File: config.mk
export PLATFORM = sky130hd
export DESIGN_NAME = gpio_edge_bank
export DESIGN_NICKNAME = d
export VERILOG_FILES = /design/src/rtl/gpio_edge_bank.sv
export SDC_FILE = /design/constraint.sdc
export NUM_CORES = 1
export LEC_CHECK = 0
export ABC_AREA = 1
export BUFFER_PORTS_ARGS = -buffer_cell sky130_fd_sc_hd__buf_2
export CORE_MARGIN = 2
export CORE_UTILIZATION = 60
export DETAILED_ROUTE_END_ITERATION = 12
export PLACE_DENSITY_LB_ADDON = 0.15
export RECOVER_POWER = 25
export SYNTH_ARGS = -nofsm -noshare
export SYNTH_HDL_FRONTEND = slang
export SYNTH_SLANG_ARGS = --single-unit
export TNS_END_PERCENT = 5
File: constraint.sdc
create_clock -name clk -period 1.89 [get_ports clk]
set_input_delay 0.0945 -clock clk [delete_from_list [all_inputs] [get_ports clk]]
set_output_delay 0.0945 -clock clk [all_outputs]
set_load 0.1 [all_outputs]
File: src/rtl/gpio_edge_bank.sv
module gpio_edge_bank #(
  parameter int N = 8
) (
  input  logic         clk,
  input  logic         rst_n,
  input  logic         wr_en,
  input  logic [2:0]   addr,
  input  logic [N-1:0] wdata,
  output logic [N-1:0] rdata,
  input  logic [N-1:0] pin_in,
  output logic [N-1:0] pin_out,
  output logic [N-1:0] pin_oe,
  input  logic         lp_req,
  output logic         irq
);
  localparam logic [2:0] A_DIR = 3'd0, A_OUT = 3'd1, A_RSET = 3'd2, A_RCLR = 3'd3,
                         A_FSET = 3'd4, A_FCLR = 3'd5, A_STAT = 3'd6, A_LVL = 3'd7;

  logic [N-1:0] dir_r, out_r, rise_en, fall_en, stat, s1, s2, prev;

  wire          wr_cfg = wr_en & ~lp_req;
  wire [N-1:0]  clr    = (wr_en && addr == A_STAT) ? wdata : '0;
  wire [N-1:0]  hit    = ((s2 & ~prev & rise_en) | (~s2 & prev & fall_en)) & {N{~lp_req}};

  always_ff @(posedge clk or negedge rst_n) begin
    if (!rst_n) begin
      s1 <= '0;
      s2 <= '0;
      prev <= '0;
    end else begin
      s1 <= pin_in;
      s2 <= s1;
      prev <= s2;
    end
  end

  always_ff @(posedge clk or negedge rst_n) begin
    if (!rst_n) begin
      dir_r <= '0;
      out_r <= '0;
    end else if (wr_cfg) begin
      if (addr == A_DIR) dir_r <= wdata;
      if (addr == A_OUT) out_r <= wdata;
    end
  end

  always_ff @(posedge clk or negedge rst_n) begin
    if (!rst_n) begin
      rise_en <= '0;
      fall_en <= '0;
    end else if (wr_en) begin
      case (addr)
        A_RSET:  rise_en <= rise_en | wdata;
        A_RCLR:  rise_en <= rise_en & ~wdata;
        A_FSET:  fall_en <= fall_en | wdata;
        A_FCLR:  fall_en <= fall_en & ~wdata;
        default: ;
      endcase
    end
  end

  always_ff @(posedge clk or negedge rst_n) begin
    if (!rst_n) stat <= '0;
    else        stat <= (stat & ~clr) | hit;
  end

  always_comb begin
    case (addr)
      A_DIR:          rdata = dir_r;
      A_OUT:          rdata = out_r;
      A_RSET, A_RCLR: rdata = rise_en;
      A_FSET, A_FCLR: rdata = fall_en;
      A_STAT:         rdata = stat;
      default:        rdata = s2;
    endcase
  end

  assign pin_out = out_r;
  assign pin_oe  = dir_r;
  assign irq     = |stat;
endmodule

==> flow_summary.yaml <==
run_status:
  status: "finished clean"
power_and_ir_drop:
  power.switching_mw: 1.82
  pwr-share-clk_pct: 22.8
  pwr-share-seq_pct: 41.0
  p_comb_share_pct: 36.2
  cellLeakagePower_nw: 1.77
  power_density_nw_per_um2: 1200
  swShare_pct: 43.0
  internal_power_mw: 2.41
  vdd_ir_drop_max_mv: 0.727
finish:
  nets: 413
  final_cell_mix: "73 x nand2_1, 64 x dfrtp_1, 42 x nand3_1"
  layout_commonest_cell: "nand2_1"
  multi_input_comb_area_um2: 1090
  n_fill_cell: 340
  num_antenna_cells: 0
  final_util_pct: 75.3
  regArea_um2: 1600
  post_route_cells_drive_above_1_share_pct: 22.3
  syn_to_final_growth_pct: 21.8
timing:
  max_slew_margin_pct: 19.1
  min_period_over_period_pct: 86.7
  max_freq_mhz: 610
  finalWorstSetupSlack_ns: 0.251
  holdWs_ns: 0.0512
  setup_violations: 0
  skew_ns: 0.00700
  finalMaxSlewViolations: 0
  min_period_ns: 1.64
  hold_viol: 0
  worst_pin_slew_ns: 1.21
  grt_setup_unrepaired: "no"
detailed_routing:
  wl_per_cell_um: 16.3
  drt_iter0_drc: 210
  vias: 2516
  final_antenna_net_count: 0
  dr.pass1.iters: 7
  drc: 0
  avgViaCountPerCell: 5.62
  wl_mm: 7.31
logic_synthesis:
  synthTopCellsByArea: "dfrtp_1 55%, nand2_1 9.4%, nand3_1 7.4%"
  syn_area_per_cell_um2: 8.87
  yosys_warnings: 0
  synth_area_um2: 2900
  synth-seq-area-share_pct: 55.2
  synth_cell_type_count: 23
  postSynthCellCount: 327
  synth_top_cell_by_area: "dfrtp_1"
  yosys.area.top_type_share_pct: 55.2
  synth_seq_cells: 64
  syn-num-nets: 350
floorplan:
  die_w_um: 73.5
  initial_core_util_pct: 61.8
  die-area_um2: 5410
  die-height_um: 73.5
  num_rows: 25
  top_level_ports: 48
  coreArea_um2: 4690
placed_design:
  pre_cts_ws_ns: 0.288
  portBuffers: 47
  gp_congestion: 0.867
  hpwl_mm: 4.78
clock_network:
  root_buffer: "clkbuf_8"
  cts_hold_buf: 9
  cts_tree: "done"
  clkTransAtPathRegs_ns: 0.07
  cts_sinks: 64
  post_cts_resized: 0
  cts.htree.levels: 3
  cts-buffers-inserted: 9
  clk_path_buf_depth: 2
  clk_latency_ns: 0.34
  post-cts-setup-buffers: 0
global_route:
  grtUsageMet2_pct: 45.8
  grt_most_used_layer: "met2"
  grt_max_degree: 23
  use_met1_pct: 41.3
  antenna_found_initial: 0
  track_usage_pct: 30.0
  grt_pass1_wl_mm: 11.8
  overflow: 0
  grt_pass1_vias: 2462
  use_met3_pct: 7.41
setup_path:
  start_kind: "flop"
  critPathRequiredTime_ns: 1.80
  end_kind: "primary output"
  path_max_fanout: 3
  crit_arrival_ns: 1.54
  path_class: "reg -> out"
flow_run:
  max_cap_violations: 0
hold_path:
  min_path_type: "in -> reg"
==> final cells by class <==
type	instances	area share (%)
multi-input combinational	218	31.0
clock buffer	11	3.72
tap	54	1.91
inverter	37	4.00
timing repair buffer	60	13.4
clock inverter	4	0.637
sequential	64	45.3
==> synthesized netlist by cell type, drive strengths merged <==
cell type / n
nand4: 1
buf: 8
nor3: 1
nor2: 20
nand2: 77
nand3: 45
a21oi: 24
inv: 37
o21ai: 48
dfrtp: 64
nor4: 2
==> cell families after synthesis <==
family          count (synthesis)  synth area share [%]
simple gates                  146                  24.1
compound gates                 72                  13.5
buf+inv                        45                  7.20
flops                          64                  55.2
==> power by group through the flow <==
| stage | logic (mW) | clock network, mW | registers, mW |
|---|---|---|---|
| floorplan | 0.626 | 0 | 2.23 |
| global placement | 1.49 | 0 | 1.75 |
| detailed placement | 1.51 | 0 | 1.75 |
| CTS | 1.53 | 0.975 | 1.73 |
| global route | 1.63 | 1.04 | 1.76 |
| finish | 1.53 | 0.963 | 1.74 |
==> per-layer routing <==
| metal | vias up | routed length [µm] |
|---|---|---|
| met5 | - | 0 |
| met2 | 120 | 3480 |
| li1 | 1203 | - |
| met1 | 1180 | 3080 |
| met4 | 0 | 144 |
| met3 | 13 | 606 |
==> worst paths after layout <==
| check | start | end | slack, ns | cells past startpoint |
|---|---|---|---|---|
| worst max-delay path | stat[2] | irq | 0.25 | 3 |
| worst min register to register | s1[4] | s2[4] | 0.35 | 0 |
| worst min-delay path | wdata[5] | pin_oe[5] | 0.05 | 3 |
| min in group asynchronous | rst_n | pin_out[4] | 0.52 | 2 |
| max in group asynchronous | rst_n | prev[0] | 0.44 | 3 |
| worst max register to register | flop | stat[3] | 1.04 | 4 |
==> critical path, cell delays in order, from the launching register on <==
cell and delay [ns]:
dfrtp_1 0.40, nor4_1 0.39, nand2_1 0.10, buf_2 0.31
==> per-stage QoR <==
step | instance area (µm²) | power, mW | TNS [ns] | instances
final | 3530 | 4.23 | 0 | 448
after global routing | 3530 | 4.42 | 0 | 448
after CTS | 3530 | 4.24 | 0 | 448
after detailed placement | 3290 | 3.27 | 0 | 424
after global placement | 3290 | 3.24 | 0 | 424
after floorplan | 2910 | 2.85 | -0.819 | 327
(Power assumes the default switching activity.)
